File: config.mk
export PLATFORM = sky130hd
export DESIGN_NAME = cardclk_div
export DESIGN_NICKNAME = d
export VERILOG_FILES = /design/src/rtl/cardclk_pkg.sv /design/src/rtl/cardclk_ctrl.sv /design/src/rtl/cardclk_dp.sv /design/src/rtl/cardclk_div.sv
export SDC_FILE = /design/constraint.sdc
export NUM_CORES = 1
export LEC_CHECK = 0
export CAP_MARGIN = 20
export CORE_MARGIN = 1
export CORE_UTILIZATION = 46
export DETAILED_ROUTE_END_ITERATION = 7
export PLACE_DENSITY = 0.77
export SLEW_MARGIN = 20
export SYNTH_ARGS = -nofsm -noshare
export SYNTH_HDL_FRONTEND = slang
export SYNTH_HIERARCHICAL = 1
export SYNTH_SLANG_ARGS = --single-unit
File: constraint.sdc
create_clock -name clk -period 3.4 [get_ports clk]
set_input_delay 0.68 -clock clk [delete_from_list [all_inputs] [get_ports clk]]
set_output_delay 0.68 -clock clk [all_outputs]
set_load 0.02 [all_outputs]
File: src/rtl/cardclk_pkg.sv
package cardclk_pkg;
  localparam int REG_W          = 10;
  localparam int HOST_STOP_POS  = 9;
  localparam int CARD_STOP_POS  = 8;
  localparam int SRC_LSB        = 2;
  localparam int SRC_W          = 3;
  localparam int FIN_LSB        = 0;
  localparam int FIN_W          = 2;
  localparam int MAX_SRC_CODE   = 4;
  localparam int HOST_OFF_CODE  = 2;
  localparam int PRE_W          = MAX_SRC_CODE;
  localparam logic [REG_W-1:0] RESET_WORD = 10'h301;

  // Strobes and selects handed from control to datapath
  typedef struct packed {
    logic [SRC_W-1:0] srcCode;
    logic             finLong;
    logic             holdHost;
    logic             holdCard;
  } dpCtrl_t;

  function automatic logic [REG_W-1:0] writeMask();
    logic [REG_W-1:0] m;
    m = '0;
    m[HOST_STOP_POS] = 1'b1;
    m[CARD_STOP_POS] = 1'b1;
    for (int i = 0; i < SRC_W; i++) m[SRC_LSB + i] = 1'b1;
    for (int i = 0; i < FIN_W; i++) m[FIN_LSB + i] = 1'b1;
    return m;
  endfunction
endpackage

File: src/rtl/cardclk_ctrl.sv
module cardclk_ctrl
  import cardclk_pkg::*;
(
  input  logic             clk,
  input  logic             rstN,
  input  logic             wrEn,
  input  logic [REG_W-1:0] wrData,
  input  logic             cardTick,
  output logic [REG_W-1:0] rdData,
  output logic             clkRunning,
  output dpCtrl_t          ctl
);
  localparam logic [REG_W-1:0] WR_MASK = writeMask();
  localparam logic [SRC_W-1:0] SRC_CAP = SRC_W'(MAX_SRC_CODE);

  logic [REG_W-1:0] cfgReg;
  logic [SRC_W-1:0] srcRaw, srcNext, srcAct;
  logic [FIN_W-1:0] finRaw;
  logic             finNext, finLongAct;

  always_ff @(posedge clk) begin
    if (!rstN)     cfgReg <= RESET_WORD;
    else if (wrEn) cfgReg <= wrData & WR_MASK;
  end

  always_comb begin
    srcRaw  = cfgReg[SRC_LSB +: SRC_W];
    finRaw  = cfgReg[FIN_LSB +: FIN_W];
    srcNext = (srcRaw > SRC_CAP) ? SRC_CAP : srcRaw;
    finNext = (finRaw != '0);
  end

  // Divider selects are only swapped at the card-period boundary
  always_ff @(posedge clk) begin
    if (!rstN) begin
      srcAct     <= RESET_WORD[SRC_LSB +: SRC_W];
      finLongAct <= (RESET_WORD[FIN_LSB +: FIN_W] != '0);
    end else if (cardTick) begin
      srcAct     <= srcNext;
      finLongAct <= finNext;
    end
  end

  always_comb begin
    ctl.srcCode  = srcAct;
    ctl.finLong  = finLongAct;
    ctl.holdCard = cfgReg[CARD_STOP_POS];
    ctl.holdHost = cfgReg[HOST_STOP_POS] | (srcAct >= SRC_W'(HOST_OFF_CODE));
  end

  assign rdData     = cfgReg;
  assign clkRunning = ~cfgReg[HOST_STOP_POS] & ~cfgReg[CARD_STOP_POS];


  cfg_hold_chk: assert property (@(posedge clk) disable iff (!rstN)
    !cardTick |=> $stable({srcAct, finLongAct}));

  src_clamp_chk: assert property (@(posedge clk) disable iff (!rstN)
    srcAct <= SRC_CAP);
endmodule

File: src/rtl/cardclk_dp.sv
module cardclk_dp
  import cardclk_pkg::*;
(
  input  logic    clk,
  input  logic    rstN,
  input  dpCtrl_t ctl,
  output logic    cardTick,
  output logic    hostClkEn,
  output logic    cardClkEn
);
  logic [PRE_W-1:0] preCnt, preLast;
  logic [PRE_W:0]   preSpan;
  logic [1:0]       postCnt, postLast;
  logic             hostTick;

  always_comb begin
    preSpan  = ({{PRE_W{1'b0}}, 1'b1} << ctl.srcCode) - 1'b1;
    preLast  = preSpan[PRE_W-1:0];
    postLast = ctl.finLong ? 2'd3 : 2'd1;
    hostTick = (preCnt == preLast);
    cardTick = hostTick && (postCnt == postLast);
  end

  always_ff @(posedge clk) begin
    if (!rstN) begin
      preCnt  <= '0;
      postCnt <= '0;
    end else begin
      preCnt <= hostTick ? '0 : preCnt + 1'b1;
      if (cardTick)      postCnt <= '0;
      else if (hostTick) postCnt <= postCnt + 1'b1;
    end
  end

  always_ff @(posedge clk) begin
    if (!rstN) begin
      hostClkEn <= 1'b0;
      cardClkEn <= 1'b0;
    end else begin
      hostClkEn <= hostTick & ~ctl.holdHost;
      cardClkEn <= cardTick & ~ctl.holdCard;
    end
  end


  pre_range_chk: assert property (@(posedge clk) disable iff (!rstN)
    preCnt <= preLast);

  card_on_host_chk: assert property (@(posedge clk) disable iff (!rstN)
    (cardClkEn && !$past(ctl.holdHost)) |-> hostClkEn);

  card_gap_chk: assert property (@(posedge clk) disable iff (!rstN)
    cardClkEn |=> !cardClkEn);
endmodule

File: src/rtl/cardclk_div.sv
module cardclk_div
  import cardclk_pkg::*;
(
  input  logic             clk,
  input  logic             rstN,
  input  logic             wrEn,
  input  logic [REG_W-1:0] wrData,
  output logic [REG_W-1:0] rdData,
  output logic             hostClkEn,
  output logic             cardClkEn,
  output logic             clkRunning
);
  dpCtrl_t ctl;
  logic    cardTick;

  cardclk_ctrl ctrl_i (
    .clk(clk), .rstN(rstN), .wrEn(wrEn), .wrData(wrData),
    .cardTick(cardTick), .rdData(rdData), .clkRunning(clkRunning), .ctl(ctl)
  );

  cardclk_dp dp_i (
    .clk(clk), .rstN(rstN), .ctl(ctl), .cardTick(cardTick),
    .hostClkEn(hostClkEn), .cardClkEn(cardClkEn)
  );
endmodule

# == After elaboration in Yosys (flattened, before gate mapping) ==
# Cells that the tools add are included.
# totals
ramBits,0
inputBits,13
register_bits,19
latchBits,0
mem_count,0
rom_bits,0
# classes
eq_ne,2
multipliers,0
shift,1
n_mux,2
n_div,0
n_reduce_logical,4
order_cmp,2
addsub,3
bitwise_logic,8
# ops
op,count
$add 4x1->4 const B,1
$eq 4x4->1,1
$not 1->1,4
$reduce_or 2->1,2
$shl 1x3->4 const A,1
$sub 4x1->4 const B,1
$and 1x1->1,3
$ge 3x2->1 const B,1
$gt 3x3->1 const B,1
$mux 3,1
$add 2x1->2 const B,1
$eq 2x2->1,1
$mux 2,1
$reduce_bool 2->1,1
$logic_and 1x1->1,1
$or 1x1->1,1

# == Longest topological paths before layout ==
# Gate-level depths: netlist of run 1.
# logic_depth
ltp_word,5
ltp_mapped,9
depth_no_buf,9

# == By module ==
# The synthesis of run 1 kept the hierarchy.
# modules_own_cells
mod,seq_area_each_um2,instances,cells_each,area_per_inst_um2
cardclk_ctrl,220.2,1,46,474.2
cardclk_dp,160.2,1,45,454.2

# == Least setup slack after synthesis of run 1 ==
# Ideal clock, no wire load.
# synth_timing
kind,register -> register
startpoint,register ctrl_i.srcAct[2]
endpoint,register ctrl_i.srcAct[2]
path_slack_ps,1009
t_required_ps,3284
arrival_ps,2275
path_stages_with_launch,9
path_cell_list,dfxtp_1 or3_2 ha_1 xor2_1 mux2_4 a21oi_4 and3_1 mux2i_1 nor2b_1
# synth_via
elab_chain_cells,4
# synth_rtl
element,line,text
from (decl),cardclk_ctrl.sv:17,"logic [SRC_W-1:0] srcRaw, srcNext, srcAct;"
from (signal assigned),cardclk_ctrl.sv:36,srcAct <= RESET_WORD[SRC_LSB +: SRC_W];
from (signal assigned),cardclk_ctrl.sv:39,srcAct <= srcNext;
$shl 1x3->4,cardclk_dp.sv:17,"preSpan = ({{PRE_W{1'b0}}, 1'b1} << ctl.srcCode) - 1'b1;"
$sub 4x1->4,cardclk_dp.sv:17,
$eq 4x4->1,cardclk_dp.sv:20,hostTick = (preCnt == preLast);
$logic_and 1x1->1,cardclk_dp.sv:21,cardTick = hostTick && (postCnt == postLast);
via cardTick,cardclk_div.sv:14,logic cardTick;
# The timed path passes the listed nets, and every way through them passes these cells.
# A chain may end at the register's enable or synchronous reset.

# == Final worst setup path of run 1 ==
# layout_timing
startpoint,register ctrl_i.srcAct[2]
endpoint,register ctrl_i.finLongAct
# layout_via
elab_chain_cells,4
# layout_rtl
element,line,text
$shl 1x3->4,cardclk_dp.sv:17,
$sub 4x1->4,cardclk_dp.sv:17,
$eq 4x4->1,cardclk_dp.sv:20,
$logic_and 1x1->1,cardclk_dp.sv:21,
via cardTick,cardclk_div.sv:14,
to (signal assigned),cardclk_ctrl.sv:37,finLongAct <= (RESET_WORD[FIN_LSB +: FIN_W] != '0);
to (signal assigned),cardclk_ctrl.sv:40,finLongAct <= finNext;
to (decl),cardclk_ctrl.sv:19,"logic finNext, finLongAct;"
# The timed path passes the listed nets, and every way through them passes these cells.

==> results.yml, run 1 <==
placement:
  portBuffers: 19
  dpl.hpwl_um: 1190
  routabilityCongestion: 0.706
  numPlacedInstances: 129
synth:
  synth_compound_area_frac: 0.0472
  synth_top_area_share: 0.410
  seq_area_frac_synth: 0.410
  synth_top_cell_by_area: "dfxtp_1"
  post_synth_and_or_nand_nor_area_fraction: 0.274
  synthesis.area_um2: 928
  synth-xor-area-share: 0.0566
  synthesized_instance_count: 91
  mux_share_of_post_synthesis_cell_area: 0.113
  synth.top_cells.by_area: "dfxtp_1, mux2i_1, buf_4"
  synthesis.yosys.warnings: 6
  synthesis_stage_register_bit_count: 19
  syn_avg_cell_area_um2: 10.2
  synth_top_family_by_area: "simple AND/OR/NAND/NOR gates"
  synth_fa_ha_area_frac: 0.0270
  netlist-cell-type-count: 32
floorplanning:
  die_height_um: 46.9
  die_w_um: 46.9
  ioPinCount: 26
  placementRows: 15
  design.core.area_mm2: 0.00180
  start_util: 0.515
  die_area_mm2: 0.00220
finish:
  filler_cell_count: 177
  final-instance-count-excl-fill: 133
  antennaDiodeCount: 0
  area_growth_syn_to_layout_pct: 21.0
  share_of_layout_cells_above_drive_strength_1: 0.0926
  mostFrequentLayoutCells: "dfxtp_1, clkdlybuf4s50_1, mux2i_1, nand2_1, nor2b_1"
  finish.net_count: 124
power_and_ir_drop:
  cellLeakagePower_nw: 0.462
  power.ir.vdd_worst_mv: 0.334
  p_per_area_mw_per_mm2: 489
drt:
  initialDrtViolationCount: 7
  antenna_left: 0
  drt-vias-per-instance: 5.11
  drt_pre_antenna_iters: 4
  post-route-drc-count: 0
  detailroute.via_count: 680
  avgRoutedWirePerCell_um: 12.3
  finalWirelength_um: 1630
setup_path:
  critPathCapture: "ctrl_i/finLongAct"
  worst-r2r-cell-count: 8
  path_cells: "or3_2 -> ha_1 -> xor2_1 -> mux2_4 -> a21oi_4 -> and3_1 -> nor3b_2 -> o21ai_1"
  rr_startpoint: "ctrl_i/srcAct[2]"
  timing.critical_path.to_type: "flop"
  worstSetupStartpointType: "flop"
  timing.critical_path.arrival_ns: 2.85
  r2r_slack_ns: 0.71
  critical_path.slowest_cell: "or3_2"
  critical_path.reg2reg.endpoint: "ctrl_i/finLongAct"
  worstPathMaxFanout: 8
  buffering_stage_count_on_the_worst_path_with_inverters_included: 0
  cp_depth: 8
  worst_path_dominant_cell_family: "simple AND/OR/NAND/NOR gates"
  startpoint: "ctrl_i/srcAct[2]"
  critical_path_required_ns: 3.55
  worstSetupPathType: "flop to flop"
  cp_slowest_stage_delay_ns: 0.50
hold_path:
  min_from: "dp_i/postCnt[0]"
  hold_path.class: "flop to flop"
cts:
  cts_buffers: 3
  max-clock-path-buffers: 2
  clock_latency_ns: 0.29
  clock_sinks: 19
  cts-htree-levels: 1
  ctsResizeCount: 0
  post_cts_buffers: 0
  cts_tree: "done"
  ctsHoldBuffers: 0
  clk_root_buffer_cell: "clkbuf_4"
  cts.clk_slew.worst_paths_ns: 0.10
timing:
  timing.final.crit_period_ns: 2.69
  worstMarginPinSlew_ns: 0.738
  timing.final.max_slew_violations: 0
  final_min_period_over_clock_period: 0.792
  slew_headroom: 0.506
  finalSetupTns_ns: 0
  rsz0062_at_grt: "no"
  clock-skew-final_ns: 0.000923
  timing.final.setup_violations: 0
  fmaxAchievable_ghz: 0.371
  hold_viol: 0
global_routing:
  grt_first_pass_wirelength_um: 2700
  globalRouteOverflowTotal: 0
  track_usage: 0.176
  gr-usage-met2: 0.300
  busiest_metal_layer_after_global_routing: "met2"
  grtUsageMet1: 0.210
  grt_start_max_net_pins: 25
  number_of_antenna_violations_at_the_first_check_in_global_routing: 0
  grt_use_met3: 0.0346
  first_global_vias: 656
run:
  maxCapViolations: 0
outcome:
  status: "finished clean"
==> kinds of logic (layout without fill, tap and decap cells) <==
group | count (synthesis) | after routing
compound gates | 5 | 5
xor+xnor | 6 | 6
simple gates | 39 | 39
fa+ha+maj | 2 | 2
flops | 19 | 19
mux | 10 | 10
buf+inv | 9 | 24
other cells | 1 | 3
==> registers in the layout, summed over array words and instances (netlist names) <==
register / flops
ctrl_i/srcAct: 3
dp_i/hostClkEn: 1
dp_i/cardClkEn: 1
dp_i/postCnt: 2
ctrl_i/rdData: 7
ctrl_i/finLongAct: 1
dp_i/preCnt: 4
==> area by class of cell <==
type | count | area (µm²) | area share
clock buffer | 4 | 26.3 | 0.0234
inverter | 1 | 3.75 | 0.00334
multi-input combinational | 65 | 492 | 0.438
sequential | 19 | 380 | 0.339
tap | 25 | 31.3 | 0.0278
timing repair buffer | 19 | 190 | 0.169
==> metal layers <==
layer	share of wire	vias up
li1	-	342
met4	0.0086	0
met3	0.024	2
met1	0.46	323
met5	0	-
met2	0.50	13
==> where the power goes <==
part	internal [W]	leakage (nW)	switching (W)
combinational	0.0000815	0.291	0.0000836
clock	0.0000456	0.0150	0.0000663
sequential	0.000246	0.155	0.0000259
==> stage by stage <==
| stage | hold WS (ns) | worst slack (ns) | cell area (µm²) | total power [W] | utilization |
|---|---|---|---|---|---|
| after floorplan | 0.465 | 1.01 | 936 | 0.000398 | - |
| after global placement | 0.479 | 0.783 | 1100 | 0.000435 | 0.609 |
| after detailed placement | 0.492 | 0.706 | 1100 | 0.000443 | 0.609 |
| after CTS | 0.509 | 0.706 | 1120 | 0.000555 | 0.624 |
| after global routing | 0.519 | 0.557 | 1120 | 0.000585 | 0.624 |
| final | 0.504 | 0.707 | 1120 | 0.000549 | 0.624 |
==> worst min-delay path, cell delays in order, from the launching register on <==
cell     delay, ns
dfxtp_1       0.35
nand2_1       0.06
mux2i_1       0.05
==> how the worst min path moves through the flow <==
stage,to,depth (start not counted),slack (ns)
final,dp_i/postCnt[0],2,0.50
after global routing,ctrl_i/srcAct[1],2,0.52
after CTS,ctrl_i/srcAct[1],2,0.51
after detailed placement,ctrl_i/srcAct[1],2,0.49
after global placement,ctrl_i/srcAct[0],2,0.48
after floorplan,dp_i/postCnt[0],2,0.46
==> synthesized netlist by cell type (all sizes together) <==
library cell and n:
or3 2, ha 2, mux2i 9, nand3b 2, nand4 1, and3b 2
o211ai 1, a21oi 1, nor4 1, buf 7, conb 1, nand3 2
nand4bb 1, xor2 3, and3 1, xnor2 3, nand2b 1, nor3b 4
inv 1, a211o 1, mux2 1, nor2 3, o21ai 2, clkbuf 1
dfxtp 19, nand2 9, nor2b 6, and4 1, nand4b 3
Note: power is estimated with default switching activity, not from simulation.
==> run 2, diff against run 1 <==
--- a/config.mk
+++ b/config.mk
@@ -6,10 +6,11 @@
 export NUM_CORES = 1
 export LEC_CHECK = 0
 export CAP_MARGIN = 20
+export CORE_ASPECT_RATIO = 0.6
 export CORE_MARGIN = 1
-export CORE_UTILIZATION = 46
+export CORE_UTILIZATION = 41
 export DETAILED_ROUTE_END_ITERATION = 7
-export PLACE_DENSITY = 0.77
+export PLACE_DENSITY = 0.73
 export SLEW_MARGIN = 20
 export SYNTH_ARGS = -nofsm -noshare
 export SYNTH_HDL_FRONTEND = slang
==> constraint.sdc (replaced) <==
create_clock -name clk -period 2.33 [get_ports clk]
set_input_delay 0.466 -clock clk [delete_from_list [all_inputs] [get_ports clk]]
set_output_delay 0.466 -clock clk [all_outputs]
set_load 0.02 [all_outputs]
==> run 2 against run 1 <==
Against the previous run:
- fmax increased by 18%
- clock power increased by 100%
- largest cell class unchanged
- die area increased by 12%
- highest routed layer unchanged
- cell area increased by 9.1%
==> results.yml, run 2 (synthesized netlist as in run 1, its figures left out) <==
timing:
  fmaxAchievable_ghz: 0.438
  clock-skew-final_ns: 0.00375
  timing.final.crit_period_ns: 2.28
  final_min_period_over_clock_period: 0.980
  hold_viol: 0
  final.hold.worst_slack_ns: 0.504
  timing.final.max_slew_violations: 0
  timing.final.setup_violations: 0
global_routing:
  first_global_vias: 611
  number_of_antenna_violations_at_the_first_check_in_global_routing: 0
  track_usage: 0.171
  grt_first_pass_wirelength_um: 2940
  grt_start_max_net_pins: 15
  globalRouteOverflowTotal: 0
power_and_ir_drop:
  cellLeakagePower_nw: 0.507
  net-switching-power_w: 0.000280
  seqPwrFrac: 0.442
  power_switching_share: 0.310
  power.ir.vdd_worst_mv: 0.442
  share_comb_of_total_power: 0.308
  p_per_area_mw_per_mm2: 736
  clock_group_share_of_total_power: 0.250
  int_pwr_w: 0.000623
run:
  maxCapViolations: 0
floorplanning:
  die_area_mm2: 0.00246
  die_height_um: 38.9
  ioPinCount: 26
  design.core.area_mm2: 0.00198
  placementRows: 12
  start_util: 0.468
  die_w_um: 63.4
drt:
  avgRoutedWirePerCell_um: 12.8
  antenna_left: 0
  initialDrtViolationCount: 34
  drt_pre_antenna_iters: 4
  drt-vias-per-instance: 5.01
  finalWirelength_um: 1830
  detailroute.via_count: 716
  post-route-drc-count: 0
finish:
  final-instance-count-excl-fill: 143
  layout_commonest_cell: "clkdlybuf4s50_1"
  mostFrequentLayoutCells: "clkdlybuf4s50_1, dfxtp_1, mux2i_1, nand2_1, buf_4"
  final_core_util: 0.619
  antennaDiodeCount: 0
  largest_register_ffs: 7
  design_area_mm2: 0.00123
  filler_cell_count: 178
  share_of_layout_cells_above_drive_strength_1: 0.191
  area_growth_syn_to_layout_pct: 32.1
  finish.net_count: 131
setup_path:
  worstSetupPathType: "flop to flop"
  critical_path_required_ns: 2.47
  timing.critical_path.arrival_ns: 2.42
  rr_startpoint: "ctrl_i/srcAct[2]"
  worstSetupStartpointType: "flop"
  worstPathMaxFanout: 7
  startpoint: "ctrl_i/srcAct[2]"
  timing.critical_path.to_type: "flop"
cts:
  clock_sinks: 19
  cts_buffers: 3
  max-clock-path-buffers: 2
  cts.clk_slew.worst_paths_ns: 0.07
  cts-htree-levels: 1
  clk_root_buffer_cell: "clkbuf_8"
  cts_tree: "done"
  clock_latency_ns: 0.25
  ctsHoldBuffers: 0
placement:
  placed_cell_area_mm2: 0.00115
  portBuffers: 19
  numPlacedInstances: 138
  dpl.hpwl_um: 1390
  routabilityCongestion: 0.771
hold_path:
  min_from: "ctrl_i/rdData[3]"
  hold_path.class: "flop to flop"
outcome:
  status: "finished clean"
run 2: path summary, 6_finish.rpt:
kind                                     endpoint  slack (ns)  cells after the start
worst min register to register   ctrl_i/srcAct[1]        0.50                      2
worst max-delay path            ctrl_i/finLongAct        0.05                      8
worst max register to register  ctrl_i/finLongAct        0.05                      8
worst min-delay path             ctrl_i/srcAct[1]        0.50                      2
run 2: power groups by stage:
stage	Sequential [W]	Combinational, W	Clock [W]
floorplan	0.000407	0.000177	0
CTS	0.000398	0.000273	0.000233
finish	0.000398	0.000278	0.000226
global route	0.000404	0.000302	0.000248
global placement	0.000402	0.000265	0
detailed placement	0.000406	0.000272	0
run 2: metrics by stage:
stage / total power [W] / setup WS, ns / TNS (ns)
floorplan: 0.000584 / 0.00704 / 0
global placement: 0.000667 / 0.0531 / 0
detailed placement: 0.000678 / 0.0428 / 0
CTS: 0.000905 / 0.0191 / 0
global route: 0.000954 / -0.0203 / -0.0347
finish: 0.000902 / 0.0470 / 0
run 2: layer usage:
metal	wire length (µm)	share of wire	vias up	global-route usage
met4	11	0.0060	0	0.0625
li1	-	-	354	-
met1	922	0.50	339	0.217
met2	811	0.44	21	0.277
met3	81	0.044	2	0.0529
met5	0	0	-	0
run 2: layout make-up:
| cell class | instances | area (µm²) | share of cell area |
|---|---|---|---|
| tap | 28 | 35.0 | 0.0286 |
| inverter | 1 | 3.75 | 0.00306 |
| sequential | 19 | 382 | 0.311 |
| clock buffer | 3 | 41.3 | 0.0337 |
| clock inverter | 1 | 5.00 | 0.00408 |
| timing repair buffer | 26 | 243 | 0.198 |
| multi-input combinational | 65 | 517 | 0.421 |
run 2: critical path: stages (launching register included):
cell	delay, ns
dfxtp_2	0.32
or3_2	0.50
ha_4	0.19
xor2_2	0.20
mux2_4	0.34
a21oi_4	0.15
and3_4	0.24
nor3b_2	0.17
o21ai_1	0.07
run 2: repair_timing:
| item | CTS | global route |
|---|---|---|
| setup endpoints to repair | 0 | 2 |
| gates resized for setup | 0 | 2 |
| setup buffers | 0 | 1 |
